### config.mk
export PLATFORM = sky130hd
export DESIGN_NAME = dual_interval_timer
export DESIGN_NICKNAME = d
export VERILOG_FILES = /design/src/rtl/dit_pkg.sv /design/src/rtl/dit_rst_sync.sv /design/src/rtl/dit_stamp.sv /design/src/rtl/dit_chan.sv /design/src/rtl/dit_status.sv /design/src/rtl/dual_interval_timer.sv
export SDC_FILE = /design/constraint.sdc
export NUM_CORES = 1
export LEC_CHECK = 0
export BUFFER_PORTS_ARGS = -buffer_cell sky130_fd_sc_hd__buf_2
export CORE_MARGIN = 10
export CORE_UTILIZATION = 31
export DETAILED_ROUTE_END_ITERATION = 12
export GPL_ROUTABILITY_DRIVEN = 0
export PLACE_DENSITY = 0.48
export SETUP_SLACK_MARGIN = 0.05
export SLEW_MARGIN = 10
export SYNTH_ARGS = -nofsm -noshare
export SYNTH_HDL_FRONTEND = slang
export SYNTH_SLANG_ARGS = --single-unit
export TNS_END_PERCENT = 30
### constraint.sdc
create_clock -name clk -period 5.05 [get_ports clk]
set_clock_uncertainty 0.15 [all_clocks]
set_input_delay 0.2525 -clock clk [delete_from_list [all_inputs] [get_ports clk]]
set_output_delay 0.2525 -clock clk [all_outputs]
set_load 0.005 [all_outputs]
### src/rtl/dit_pkg.sv
package dit_pkg;
  localparam int DW  = 32;
  localparam int AW  = 6;
  localparam int NCH = 2;
  localparam int NSRC = NCH + 1;

  localparam logic [AW-1:0] OFS_STAMP  = AW'(8'h00);
  localparam logic [AW-1:0] OFS_STATUS = AW'(8'h20);

  function automatic logic [AW-1:0] ofs_count(input int ch);
    return AW'(4 + 8 * ch);
  endfunction

  function automatic logic [AW-1:0] ofs_reload(input int ch);
    return AW'(8 + 8 * ch);
  endfunction
endpackage

### src/rtl/dit_rst_sync.sv
module dit_rst_sync (
  input  logic clk,
  input  logic rst_n,
  output logic rst_sn
);
  logic [1:0] sync_q;

  always_ff @(posedge clk or negedge rst_n) begin
    if (!rst_n) sync_q <= 2'b00;
    else        sync_q <= {sync_q[0], 1'b1};
  end

  assign rst_sn = sync_q[1];
endmodule

### src/rtl/dit_stamp.sv
module dit_stamp #(
  parameter int DW = 32
) (
  input  logic          clk,
  input  logic          rst_n,
  input  logic          load_we,
  input  logic [DW-1:0] load_data,
  output logic [DW-1:0] stamp_o,
  output logic          wrap_o
);
  logic [DW-1:0] stamp_q, stamp_d;
  logic          stamp_ce;

  always_comb begin
    stamp_ce = 1'b1;
    wrap_o   = 1'b0;
    if (load_we) begin
      stamp_d = load_data;
    end else begin
      stamp_d = stamp_q + DW'(1);
      wrap_o  = (stamp_q == {DW{1'b1}});
    end
  end

  always_ff @(posedge clk or negedge rst_n) begin
    if (!rst_n)        stamp_q <= '0;
    else if (stamp_ce) stamp_q <= stamp_d;
  end

  assign stamp_o = stamp_q;
endmodule

### src/rtl/dit_chan.sv
module dit_chan #(
  parameter int DW = 32
) (
  input  logic          clk,
  input  logic          rst_n,
  input  logic          load_we,
  input  logic [DW-1:0] load_data,
  output logic [DW-1:0] reload_o,
  output logic [DW-1:0] count_o,
  output logic          expire_o
);
  localparam int FLAG_W = 2;

  logic [DW-1:0] rld_q, rld_d;
  logic [DW-1:0] cnt_q, cnt_d;
  logic [DW-1:0] period;
  logic          run, once, ce;

  assign run    = rld_q[0];
  assign once   = rld_q[1];
  assign period = {rld_q[DW-1:FLAG_W], {FLAG_W{1'b0}}};

  always_comb begin
    rld_d    = rld_q;
    cnt_d    = cnt_q;
    expire_o = 1'b0;
    ce       = load_we | run;
    if (load_we) begin
      rld_d = load_data;
      if (load_data[0]) cnt_d = {load_data[DW-1:FLAG_W], {FLAG_W{1'b0}}};
    end else if (run) begin
      if ((cnt_q == '0) || (cnt_q == DW'(1))) begin
        expire_o = 1'b1;
        if (once) begin
          cnt_d    = '0;
          rld_d[0] = 1'b0;
        end else begin
          cnt_d = period;
        end
      end else begin
        cnt_d = cnt_q - DW'(1);
      end
    end
  end

  always_ff @(posedge clk or negedge rst_n) begin
    if (!rst_n) begin
      rld_q <= '0;
      cnt_q <= '0;
    end else if (ce) begin
      rld_q <= rld_d;
      cnt_q <= cnt_d;
    end
  end

  assign reload_o = rld_q;
  assign count_o  = cnt_q;
endmodule

### src/rtl/dit_status.sv
module dit_status #(
  parameter int NS = 3
) (
  input  logic          clk,
  input  logic          rst_n,
  input  logic [NS-1:0] set_i,
  input  logic          clr_we,
  input  logic [NS-1:0] clr_data,
  output logic [NS-1:0] pend_o
);
  logic [NS-1:0] pend_q, pend_d;
  logic          ce;

  always_comb begin
    ce     = clr_we | (|set_i);
    pend_d = (pend_q & ~({NS{clr_we}} & clr_data)) | set_i;
  end

  always_ff @(posedge clk or negedge rst_n) begin
    if (!rst_n)  pend_q <= '0;
    else if (ce) pend_q <= pend_d;
  end

  assign pend_o = pend_q;
endmodule

### src/rtl/dual_interval_timer.sv
module dual_interval_timer
  import dit_pkg::*;
#(
  parameter int ADDR_W = dit_pkg::AW,
  parameter int DATA_W = dit_pkg::DW
) (
  input  logic              clk,
  input  logic              rst_n,
  input  logic              bus_sel,
  input  logic              bus_wr,
  input  logic [ADDR_W-1:0] bus_addr,
  input  logic [DATA_W-1:0] bus_wdata,
  output logic [DATA_W-1:0] bus_rdata,
  output logic [NSRC-1:0]   irq_o
);
  logic                          rst_sn;
  logic                          wr_en;
  logic                          ts_wr, st_wr;
  logic [DATA_W-1:0]             ts_q;
  logic                          ts_wrap;
  logic [NCH-1:0]                rld_wr;
  logic [NCH-1:0][DATA_W-1:0]    rld_q;
  logic [NCH-1:0][DATA_W-1:0]    cnt_q;
  logic [NCH-1:0]                chan_exp;
  logic [NSRC-1:0]               pend_q;

  dit_rst_sync u_rst (.clk(clk), .rst_n(rst_n), .rst_sn(rst_sn));

  assign wr_en = bus_sel & bus_wr;
  assign ts_wr = wr_en & (bus_addr == OFS_STAMP);
  assign st_wr = wr_en & (bus_addr == OFS_STATUS);

  dit_stamp #(.DW(DATA_W)) u_stamp (
    .clk(clk), .rst_n(rst_sn), .load_we(ts_wr), .load_data(bus_wdata),
    .stamp_o(ts_q), .wrap_o(ts_wrap)
  );

  for (genvar g = 0; g < NCH; g++) begin : g_chan
    assign rld_wr[g] = wr_en & (bus_addr == ofs_reload(g));
    dit_chan #(.DW(DATA_W)) u_chan (
      .clk(clk), .rst_n(rst_sn), .load_we(rld_wr[g]), .load_data(bus_wdata),
      .reload_o(rld_q[g]), .count_o(cnt_q[g]), .expire_o(chan_exp[g])
    );
  end

  dit_status #(.NS(NSRC)) u_status (
    .clk(clk), .rst_n(rst_sn), .set_i({ts_wrap, chan_exp}),
    .clr_we(st_wr), .clr_data(bus_wdata[NSRC-1:0]), .pend_o(pend_q)
  );

  always_comb begin
    bus_rdata = '0;
    if (bus_addr == OFS_STAMP)  bus_rdata = ts_q;
    if (bus_addr == OFS_STATUS) bus_rdata = {{(DATA_W-NSRC){1'b0}}, pend_q};
    for (int i = 0; i < NCH; i++) begin
      if (bus_addr == ofs_count(i))  bus_rdata = cnt_q[i];
      if (bus_addr == ofs_reload(i)) bus_rdata = rld_q[i];
    end
  end

  assign irq_o = pend_q;
endmodule

; Word-level counts from Yosys, hierarchy flattened
; Cells that the tools add are included.
[word_totals]
register_bits = 165
in_bits = 42
elab_cells = 77
[classes]
add_sub_neg = 3
eq_ne = 10
mux = 31
n_bitwise = 12
reduce_logical = 12
[op_table]
columns = operator, count
row1 = $mux 32, 16
row2 = $eq 32x1->1 const B, 2
row3 = $logic_not 32->1, 2
row4 = $sub 32x1->32 const B, 2
row5 = $add 32x1->32 const B, 1
row6 = $eq 32x32->1 const B, 1
row7 = $mux 1, 15
row8 = $eq 6x4->1 const B, 2
row9 = $and 3x3->3, 2
row10 = $eq 6x3->1 const B, 1
row11 = $eq 6x5->1 const B, 1
row12 = $eq 6x6->1 const B, 1
row13 = $logic_not 6->1, 1
row14 = $reduce_and 3->1, 2
row15 = $and 1x1->1, 5
row16 = $ne 2x2->1 const B, 2
row17 = $reduce_and 2->1, 2
row18 = $reduce_bool 2->1, 2
row19 = $not 3->3, 1
row20 = $or 1x1->1, 3
row21 = $or 3x3->3, 1
row22 = $reduce_or 3->1, 1
row23 = $logic_or 1x1->1, 2

; Depth between registers and ports, before layout
[depth]
depth_word = 7
ltp_mapped = 10
depth_no_buf = 8

; Hierarchy
; From an unflattened synthesis, not the netlist that was laid out.
[hier_totals]
hier_cells = 1164
area_unflattened_um2 = 10760.3
[by_module_without_submodules]
columns = module, n_inst, cells_each, area_each_um2, seq_area_each_um2
row1 = dit_chan, 2, 381, 3641.0, 1601.5
row2 = dit_stamp, 1, 212, 1871.8, 800.8
row3 = dual_interval_timer, 1, 178, 1443.9, 0.0
row4 = dit_status, 1, 9, 108.9, 75.1
row5 = dit_rst_sync, 1, 3, 53.8, 50.0

; Worst setup path after synthesis
; Ideal clock, no wire load.
[synth_timing]
path_type = reg2reg
start = register g_chan[1].u_chan.cnt_q[26]
end = register g_chan[1].u_chan.cnt_q[4]
arrival_ns = 2.223
required_ns = 4.773
slack_ns = 2.549
path_stages_with_launch = 10
path_buffers = 3
period_less_slack_ns = 2.501
cell_sequence = dfrtp_1 clkbuf_1 or4_1 nor4_1 and4_1 buf_4 buf_4 nor2_1 a311oi_1 o21ai_1
[synth_via]
elab_chain_cells = 5
[synth_rtl]
columns = element, line
row1 = from (decl), dit_chan.sv:15  ; logic [DW-1:0] cnt_q, cnt_d;
row2 = from (signal assigned), dit_chan.sv:52  ; cnt_q <= cnt_d;
row3 = $eq 32x1->1 or $logic_not 32->1 (tied branches), dit_chan.sv:32  ; if ((cnt_q == '0) || (cnt_q == DW'(1))) begin
row4 = $logic_or 1x1->1 *, dit_chan.sv:32
row5 = $mux 32 *, dit_chan.sv:32
row6 = $mux 32 *, dit_chan.sv:31  ; end else if (run) begin
row7 = $mux 32 *, dit_chan.sv:28  ; if (load_we) begin
; Every way passes the cells marked *; elsewhere a longest branch is shown, timed or not. The select of a mux whose other input is x is not followed.
; A chain may end at the register's enable or synchronous reset.

; Worst setup path after layout
[layout_timing]
start = register g_chan[0].u_chan.cnt_q[4]
end = register g_chan[0].u_chan.cnt_q[12]
[layout_via]
elab_chain_cells = 5
[layout_rtl]
columns = element, line
row1 = from (decl), dit_chan.sv:15
row2 = from (signal assigned), dit_chan.sv:52
row3 = branches (longest 2 deep; another with $sub 32x1->32), --
row4 = $mux 32 *, dit_chan.sv:32
row5 = $mux 32 *, dit_chan.sv:31
row6 = $mux 32 *, dit_chan.sv:28
; Every way passes the cells marked *. The select of a mux whose other input is x is not followed.

==> metrics.cfg <==
[finish]
fin_nets = 1413
syn2layout_area_growth_pct = 16.9
final_common_cell = nand2_1
drive_gt1_share_pct = 12.7
multi_input_area_um2 = 5740
diodes = 0
mostFrequentLayoutCells = 267 x nand2_1, 164 x dfrtp_1, 158 x nor2_1, 100 x o21ai_0, 76 x buf_2
fillers = 3472
final_core_util_pct = 36.9
regArea_um2 = 4130

[worst_setup_path]
endpoint = g_chan[0].u_chan.count_o[12]
crit_required_ns = 5.23
reg2reg_from = g_chan[0].u_chan.count_o[4]
r2r_cells = 6
worstSetupPathType = register to register
critical-path-max-stage-delay_ns = 0.84
critPathLaunchType = register
timing.rr.end = g_chan[0].u_chan.count_o[12]
worstPathArrival_ns = 3.78
crit_chain = nor3_1 -> nand3_1 -> or4_1 -> nand2_1 -> o21ai_0 -> a221o_1
crit_path_start = g_chan[0].u_chan.count_o[4]
worstSetupEndpointType = register
path_max_fanout = 15
r2r_slack_ns = 1.45
critPathSlowestCell = or4_1

[hold_path]
hold_path_startpoint = bus_wdata[0]
hold_path.class = input pin to register

[clock_network]
cts_made_buffers = 17
max-clock-path-buffers = 2
htree_levels = 4
clock_sinks = 165
path_clk_slew_ns = 0.07
cts_tree = done
post_cts_buffers = 0
clockRootBuffer = clkbuf_16
clkLatencyLatePin_ns = 0.45

[placed_design]
dp_hpwl_um = 30500
io_buffers = 76

[power]
finalPower_w = 0.00395
p_leak_nw = 5.10
peakVddDrop_mv = 0.210
p_per_area_nw_per_um2 = 327

[route]
wl_um = 42600
vias = 10400
drt_first_pass_iters = 7
vias_per_cell = 5.72
wl_per_cell_um = 23.4
drtAntennaViolNets = 0
drt_drc_violations_left = 0
drt-initial-drc-count = 1056

[grt]
grt_pass1_wl_um = 65300
grt_pass1_vias = 9935
track_usage_pct = 20.6
grt_max_degree = 113
antenna_found_initial = 0
grt_overflow = 0

[floorplanning]
core.rowCount = 66
start_util_pct = 31.5
core_um2 = 32700
die_area_um2 = 40900
die_w_um = 202
io_pins = 77
fp.dieH_um = 202

[flow_run]
cap_viol_max_count = 0

[sta]
fmax_mhz = 278
finalSetupTns_ns = 0
tightest_slew_ns = 1.18
grt_setup_unrepaired = no
setup-violations-final = 0
finalHoldViolCount = 0
min_period_ns = 3.60
slew_headroom_pct = 21.0
min_period_over_period_pct = 71.3
slew_viol_final = 0

[logic_synthesis]
synth-main-ff-cell = dfrtp_1
synth_cells = 1306
yosysUniqueCellTypes = 74
syn_nets = 1353
synth-seq-cells = 165
synth-async-reset-ratio_pct = 100
synth_warnings = 0
synth_edf_count = 0
syn_avg_cell_area_um2 = 7.89
ys_seq_area_share_pct = 40.1
synth_area_um2 = 10300

[outcome]
status = completed

flip-flops by register name, indices dropped and copies added, names as in the netlist:
name / flops
g_chan.u_chan.count_o: 64
g_chan.u_chan.reload_o: 64
u_rst.sync_q: 2
u_stamp.stamp_o: 32
u_status.pend_o: 3
worst max-delay path: cells and delay by family, from the launching register on:
kind	cells	cell delay [ns]
AOI/OAI and AO/OA	2	0.56
DFF	1	0.45
and+or+nand+nor	4	2.32
cell usage after synthesis (22+ instances only):
library cell / count / area, um^2
o21ai_0: 100 / 500
nand2_1: 268 / 1010
nor3_1: 42 / 210
clkbuf_1: 60 / 225
a221oi_1: 24 / 210
buf_2: 22 / 110
a21oi_1: 75 / 375
nor4_1: 28 / 175
dfrtp_1: 165 / 4130
xnor2_1: 23 / 201
nand3_1: 45 / 225
nor2_1: 159 / 597
final cells by class:
class | instances | share of cell area (%)
repair buffers | 132 | 7.43
clock buffers | 21 | 3.99
clock inverters | 11 | 1.43
well taps | 442 | 4.59
multi-input cells | 1029 | 47.6
inverters | 21 | 0.654
flip-flops and latches | 165 | 34.3
routing by layer:
metal  vias up  GRT usage, %  share of wire [%]
met5         -             0                  0
met2       417          31.3                 45
met4         0          5.73                1.9
met3        58          2.62                6.0
met1      5100          29.9                 47
li1       4844             -                  -
logic make-up (layout without fill, tap and decap cells):
logic type                 Yosys count  after routing  share of synthesized area [%]
adders and majority gates            5              5                          0.607
AOI/OAI and AO/OA                  337            337                           21.7
xor gates and xnor gates            32             32                           2.72
buffers and inverters              112            185                           4.67
muxes                               19             19                           2.03
other                                1              1                         0.0364
and+or+nand+nor                    635            635                           28.2
DFF                                165            165                           40.1
report_power, final:
group	internal [W]	leakage [nW]	switching, W	total (W)
logic	0.000286	2.74	0.000444	0.000730
registers	0.00148	2.05	0.000262	0.00174
clock network	0.000881	0.308	0.000590	0.00147
what timing repair did:
action / 4_1_cts / 5_1_grt
gates resized for setup: 0 / 0
hold buffers: 33 / 0
hold endpoints to repair: 75 / 0
metrics by stage:
| step | instances | cell area [um^2] | hold slack [ns] | worst slack, ns |
|---|---|---|---|---|
| global placement | 1756 | 11100 | -0.110 | 1.55 |
| floorplan | 1306 | 10300 | -0.193 | 2.17 |
| global route | 1821 | 12100 | 0.0786 | 1.26 |
| finish | 1821 | 12100 | 0.102 | 1.45 |
| detailed placement | 1756 | 11100 | -0.106 | 1.52 |
| CTS | 1821 | 12100 | 0.0748 | 1.52 |
worst min path at each step:
stage,endpoint,cells past startpoint
final,u_stamp.stamp_o[0],3
after global routing,u_stamp.stamp_o[0],3
after floorplan,u_rst.sync_q[0],0
after detailed placement,u_rst.sync_q[0],1
after global placement,u_rst.sync_q[0],1
after CTS,u_stamp.stamp_o[0],3
(Power assumes the default switching activity.)
